`src/rtl/alu_flag_unit.sv`:
```
module alu_flag_unit #(
  parameter int W = 16
) (
  input  logic         clk,
  input  logic         rst,
  input  logic [W-1:0] op_a,
  input  logic [W-1:0] op_b,
  input  logic [W-1:0] res,
  input  logic         add_cout,
  input  logic [1:0]   op_class,
  input  logic         word_sel,
  input  logic         upd_en,
  input  logic [2:0]   ctl_set,
  input  logic [2:0]   ctl_clr,
  output logic [15:0]  flags_word,
  output logic         cf,
  output logic         pf,
  output logic         af,
  output logic         zf,
  output logic         sf,
  output logic         tf,
  output logic         ief,
  output logic         df,
  output logic         of
);
  localparam int HB = W / 2;
  localparam logic [1:0] C_MOVE = 2'd0;
  localparam logic [1:0] C_ADD  = 2'd1;
  localparam logic [1:0] C_SUB  = 2'd2;
  localparam logic [1:0] C_LOG  = 2'd3;

  logic         a_msb, b_msb, r_msb;
  logic [W-1:0] res_m;
  logic         arith, is_sub, load;
  logic         cf_n, af_n, of_n, zf_n, pf_n;
  logic [2:0]   ctl_q;

  assign a_msb  = word_sel ? op_a[W-1] : op_a[HB-1];
  assign b_msb  = word_sel ? op_b[W-1] : op_b[HB-1];
  assign r_msb  = word_sel ? res[W-1]  : res[HB-1];
  assign res_m  = word_sel ? res : {{(W-HB){1'b0}}, res[HB-1:0]};
  assign is_sub = (op_class == C_SUB);
  assign arith  = (op_class == C_ADD) || is_sub;
  assign load   = upd_en && (op_class != C_MOVE);

  assign zf_n = (res_m == '0);
  assign pf_n = ~^res[7:0];
  assign cf_n = arith && (add_cout ^ is_sub);
  assign af_n = arith && (op_a[4] ^ op_b[4] ^ res[4]);
  assign of_n = arith && (is_sub ? (a_msb != b_msb) : (a_msb == b_msb)) && (r_msb != a_msb);

  always_ff @(posedge clk) begin
    if (rst) begin
      {cf, pf, af, zf, sf, of} <= '0;
    end else if (load) begin
      cf <= cf_n;
      pf <= pf_n;
      af <= af_n;
      zf <= zf_n;
      sf <= r_msb;
      of <= of_n;
    end
  end

  for (genvar i = 0; i < 3; i++) begin : g_ctl
    always_ff @(posedge clk) begin
      if (rst)             ctl_q[i] <= 1'b0;
      else if (ctl_clr[i]) ctl_q[i] <= 1'b0;
      else if (ctl_set[i]) ctl_q[i] <= 1'b1;
    end
  end

  assign tf  = ctl_q[0];
  assign ief = ctl_q[1];
  assign df  = ctl_q[2];

  assign flags_word = {4'b0000, of, df, ief, tf, sf, zf, 1'b0, af, 1'b0, pf, 1'b0, cf};

  a_r1_reset_clears: assert property (@(posedge clk) rst |=> flags_word == 16'h0000);

  a_r10_hold_status: assert property (@(posedge clk) disable iff (rst)
    (!upd_en || op_class == C_MOVE) |=> $stable({cf, pf, af, zf, sf, of}));

  a_r9_logic_clears: assert property (@(posedge clk) disable iff (rst)
    (upd_en && op_class == C_LOG) |=> (!cf && !of && !af));

  a_r11_ctl_stable: assert property (@(posedge clk) disable iff (rst)
    (ctl_set == 3'b000 && ctl_clr == 3'b000) |=> $stable(flags_word[10:8]));

  a_r11_clear_wins: assert property (@(posedge clk) disable iff (rst)
    (ctl_clr == 3'b111) |=> (flags_word[10:8] == 3'b000));

  a_r5_parity: assert property (@(posedge clk) disable iff (rst)
    load |=> (pf == ~^$past(res[7:0])));

  a_r2_unused_zero: assert property (@(posedge clk) disable iff (rst)
    (flags_word[15:12] == 4'h0 && flags_word[5] == 1'b0 && flags_word[3] == 1'b0 && flags_word[1] == 1'b0));
endmodule

```
`config.mk`:
```
export PLATFORM = sky130hd
export DESIGN_NAME = alu_flag_unit
export DESIGN_NICKNAME = d
export VERILOG_FILES = /design/src/rtl/alu_flag_unit.sv
export SDC_FILE = /design/constraint.sdc
export NUM_CORES = 1
export LEC_CHECK = 0
export ABC_AREA = 1
export BUFFER_PORTS_ARGS = -buffer_cell sky130_fd_sc_hd__buf_2
export CAP_MARGIN = 10
export CORE_ASPECT_RATIO = 1.25
export CORE_MARGIN = 1.5
export CORE_UTILIZATION = 36
export CTS_BUF_LIST = sky130_fd_sc_hd__clkbuf_2
export CTS_CLUSTER_DIAMETER = 100
export DETAILED_ROUTE_END_ITERATION = 12
export PLACE_DENSITY_LB_ADDON = 0.1
export SLEW_MARGIN = 20
export SYNTH_ARGS = -nofsm -noshare
export SYNTH_HDL_FRONTEND = slang
export SYNTH_SLANG_ARGS = --single-unit
```
`constraint.sdc`:
```
create_clock -name clk -period 1.3 [get_ports clk]
set_input_delay 0.195 -clock clk [delete_from_list [all_inputs] [get_ports clk]]
set_output_delay 0.195 -clock clk [all_outputs]
set_load 0.01 [all_outputs]
```
==> out/qor.csv <==
stage,metric,value,unit
run_status,run_status,"finished, final reports clean",
floorplan,die_outline_area,2555,sq um
clock_network,clkTransAtPathRegs,0.10,ns
setup_path,worstPathArrival,1.10,ns
placed_design,detailedPlace.worstSlack,0.06258,ns
sta,finalHoldViolations,0,
clock_network,clock_tree_buf_depth,2,
hold_path,hold_class,input pin to flip-flop,
route,post_drt_antenna_nets,0,
cells_and_area,highest_count_cells_in_the_layout_ignoring_fill_and_taps,"52 x buf_2, 23 x nand2_1, 20 x inv_1, 9 x dfxtp_1",
global_routing,grt_pass1_wl,2.525,mm
power_and_ir_drop,power.density_cell_area,726.5,nW/um^2
synthesis,post_synth.cell_area_avg,6.834,sq um
cells_and_area,nets,233,
clock_network,cts-buffers-inserted,3,
clock_network,cts_num_sinks,9,
synthesis,netlist.top_cell.by_area,dfxtp_1,
floorplan,core_region_area,2163,sq um
synthesis,synth.yosys.seq_area_share,22.15,%
global_routing,grt_pass1_vias,696,
clock_network,cts_setup_buffers,0,
synthesis,netlist_top_cells_area,"dfxtp_1 22%, buf_4 15%, nand2_1 11%",
setup_path,worst-path-buf-inv,3,
floorplan,chipWidth,45.51,microns
global_routing,number_of_antenna_violations_at_the_first_check_in_global_routing,0,
setup_path,crit_path_top_delay_cell,ha_1,
power_and_ir_drop,power.leakage,0.6431,nW
route,routed_wl,1.514,mm
cells_and_area,seqCellArea,180.2,sq um
synthesis,synth_area,813.3,sq um
sta,grt_setup_unrepaired,no,
route,drc,0,
setup_path,class_of_the_most_critical_setup_path,input pin to flip-flop,
setup_path,critical_path.max_fanout,2,
synthesis,synthDistinctLibCells,24,
clock_network,clock_tree.root_cell,clkbuf_2,
setup_path,setup.worst_path.start_class,input pin,
clock_network,cts_tree,done,
setup_path,worst_endpoint_required_time,1.45,ns
route,initialDrtViolationCount,25,
setup_path,largest_delay_share_family_worst_path,adder cells,
clock_network,insertion_delay_to_the_later_sink_of_the_worst_skew_pair,0.24,ns
cells_and_area,antenna_cells,0,
sta,setup_viol,0,
clock_network,cts_resized,0,
synthesis,top_cell_type_s_share_of_synthesized_area,22.15,%
synthesis,postSynthRegisterBits,9,
global_routing,grt_use_total,13.05,%
floorplan,design.portCount,86,
route,detailedRoute.firstPassIterationCount,4,
route,num_vias,800,
floorplan,die_height,56.14,microns
sta,max_freq,1057,MHz
cells_and_area,fin_area,1035,sq um
placed_design,gp_routability_congestion,0.6967,
setup_path,critical_path.endpoint_type,flip-flop,
setup_path,cells_traversed_along_the_worst_timing_path,buf_2 > inv_1 > ha_1 > xnor2_1 > xnor2_1 > o21ai_0 > inv_1,
setup_path,max_stage_delay,0.30,ns
floorplan,placement_rows,19,
flow_run,maxCapViolCount,0,
route,avgViaCountPerCell,4.082,
sta,final-max-slew-violation-count,0,
placed_design,dpl.hpwl,1.355,mm
synthesis,post_synth_inst_count,119,
sta,period_share,72.75,%
placed_design,placed_cell_area,1015,sq um
sta,clock-skew-final,0,ns
synthesis,ys_warn_count,0,
sta,setup_total_negative_slack,0,ns
sta,finalCriticalPeriod,0.9458,ns
cells_and_area,most_common_cell_after_layout_fill_and_taps_aside,buf_2,
clock_network,clock_tree.htree_level_count,1,
clock_network,cts-hold-fix-buffers,0,
floorplan,start_util,37.59,%
sta,post-route-worst-setup-slack,0.3542,ns
route,detail_route.wl_per_cell,7.724,microns
cells_and_area,filler_cell_count,229,
power_and_ir_drop,irDropWorstVdd,0.3342,mV
cells_and_area,layout-area-overhead-vs-synth,27.23,%
placed_design,buffer_ports.inserted,52,
global_routing,grt_max_degree,11,
global_routing,overflow,0,
cells_and_area,multi_input_area,432.9,sq um
power_and_ir_drop,power,751.7,uW
cells_and_area,final_layout_size_suffix_gt1_share,41.21,%
==> final cells by class <==
cell class	count	share of cell area, %
well taps	31	3.748
flip-flops and latches	9	17.41
multi-input cells	76	41.84
repair buffers	54	26.60
clock buffers	4	1.935
inverters	22	8.464
==> Yosys cell counts (all sizes together) <==
cell type	number
xor2	2
ha	6
nand3	2
clkbuf	1
and2	1
o21ai	7
conb	1
dfxtp	9
nand2	29
nor3	3
nor2	9
inv	21
buf	17
a21oi	5
clkinv	1
nand4	1
xnor2	4
==> flip-flops by register name (all words and copies together) (netlist names) <==
register,flops
of,1
pf,1
ief,1
df,1
af,1
zf,1
tf,1
cf,1
sf,1
==> worst paths after layout <==
path / cells past startpoint / endpoint / from / slack [ns]
worst max register to register: 4 / pf / pf / 0.62
worst min-delay path: 2 / tf / ctl_clr[0] / 0.1
worst min register to register: 2 / cf / cf / 0.49
worst max-delay path: 7 / pf / res[4] / 0.35
==> per-stage QoR <==
stage,cells,hold slack [ns],utilization [%]
2_1_floorplan,125,0.2718,-
3_3_place_gp,192,0.3586,46.91
3_5_place_dp,192,0.3624,46.91
4_1_cts,196,0.08189,47.83
5_1_grt,196,0.05625,47.83
6_report,196,0.09753,47.83
==> cells by family (layout without fill, tap and decap cells) <==
kind of cell | count (synthesis) | count (layout) | share of synthesized area [%]
xor+xnor | 6 | 6 | 6.461
flops | 9 | 9 | 22.15
buf+inv | 40 | 80 | 27.38
other cells | 1 | 7 | 0.4611
compound gates | 12 | 12 | 7.846
fa+ha+maj | 6 | 6 | 9.231
simple gates | 45 | 45 | 26.46
==> metal layers <==
| metal | routed length (microns) | global-route usage [%] | vias to the layer above | share of wire, % |
|---|---|---|---|---|
| li1 | - | - | 431 | - |
| met1 | 619 | 13.72 | 332 | 41 |
| met2 | 784 | 23.54 | 37 | 52 |
| met3 | 110 | 1.948 | 0 | 7.3 |
| met4 | 0 | 6.303 | 0 | 0 |
| met5 | 0 | 0 | - | 0 |
==> report_power, final <==
part           total, mW  switching (mW)  leakage [nW]  internal [mW]
clock network      0.181          0.0992        0.0166         0.0817
logic              0.267           0.140         0.553          0.127
registers          0.304          0.0106        0.0739          0.293
Note: power is estimated with default switching activity, not from simulation.
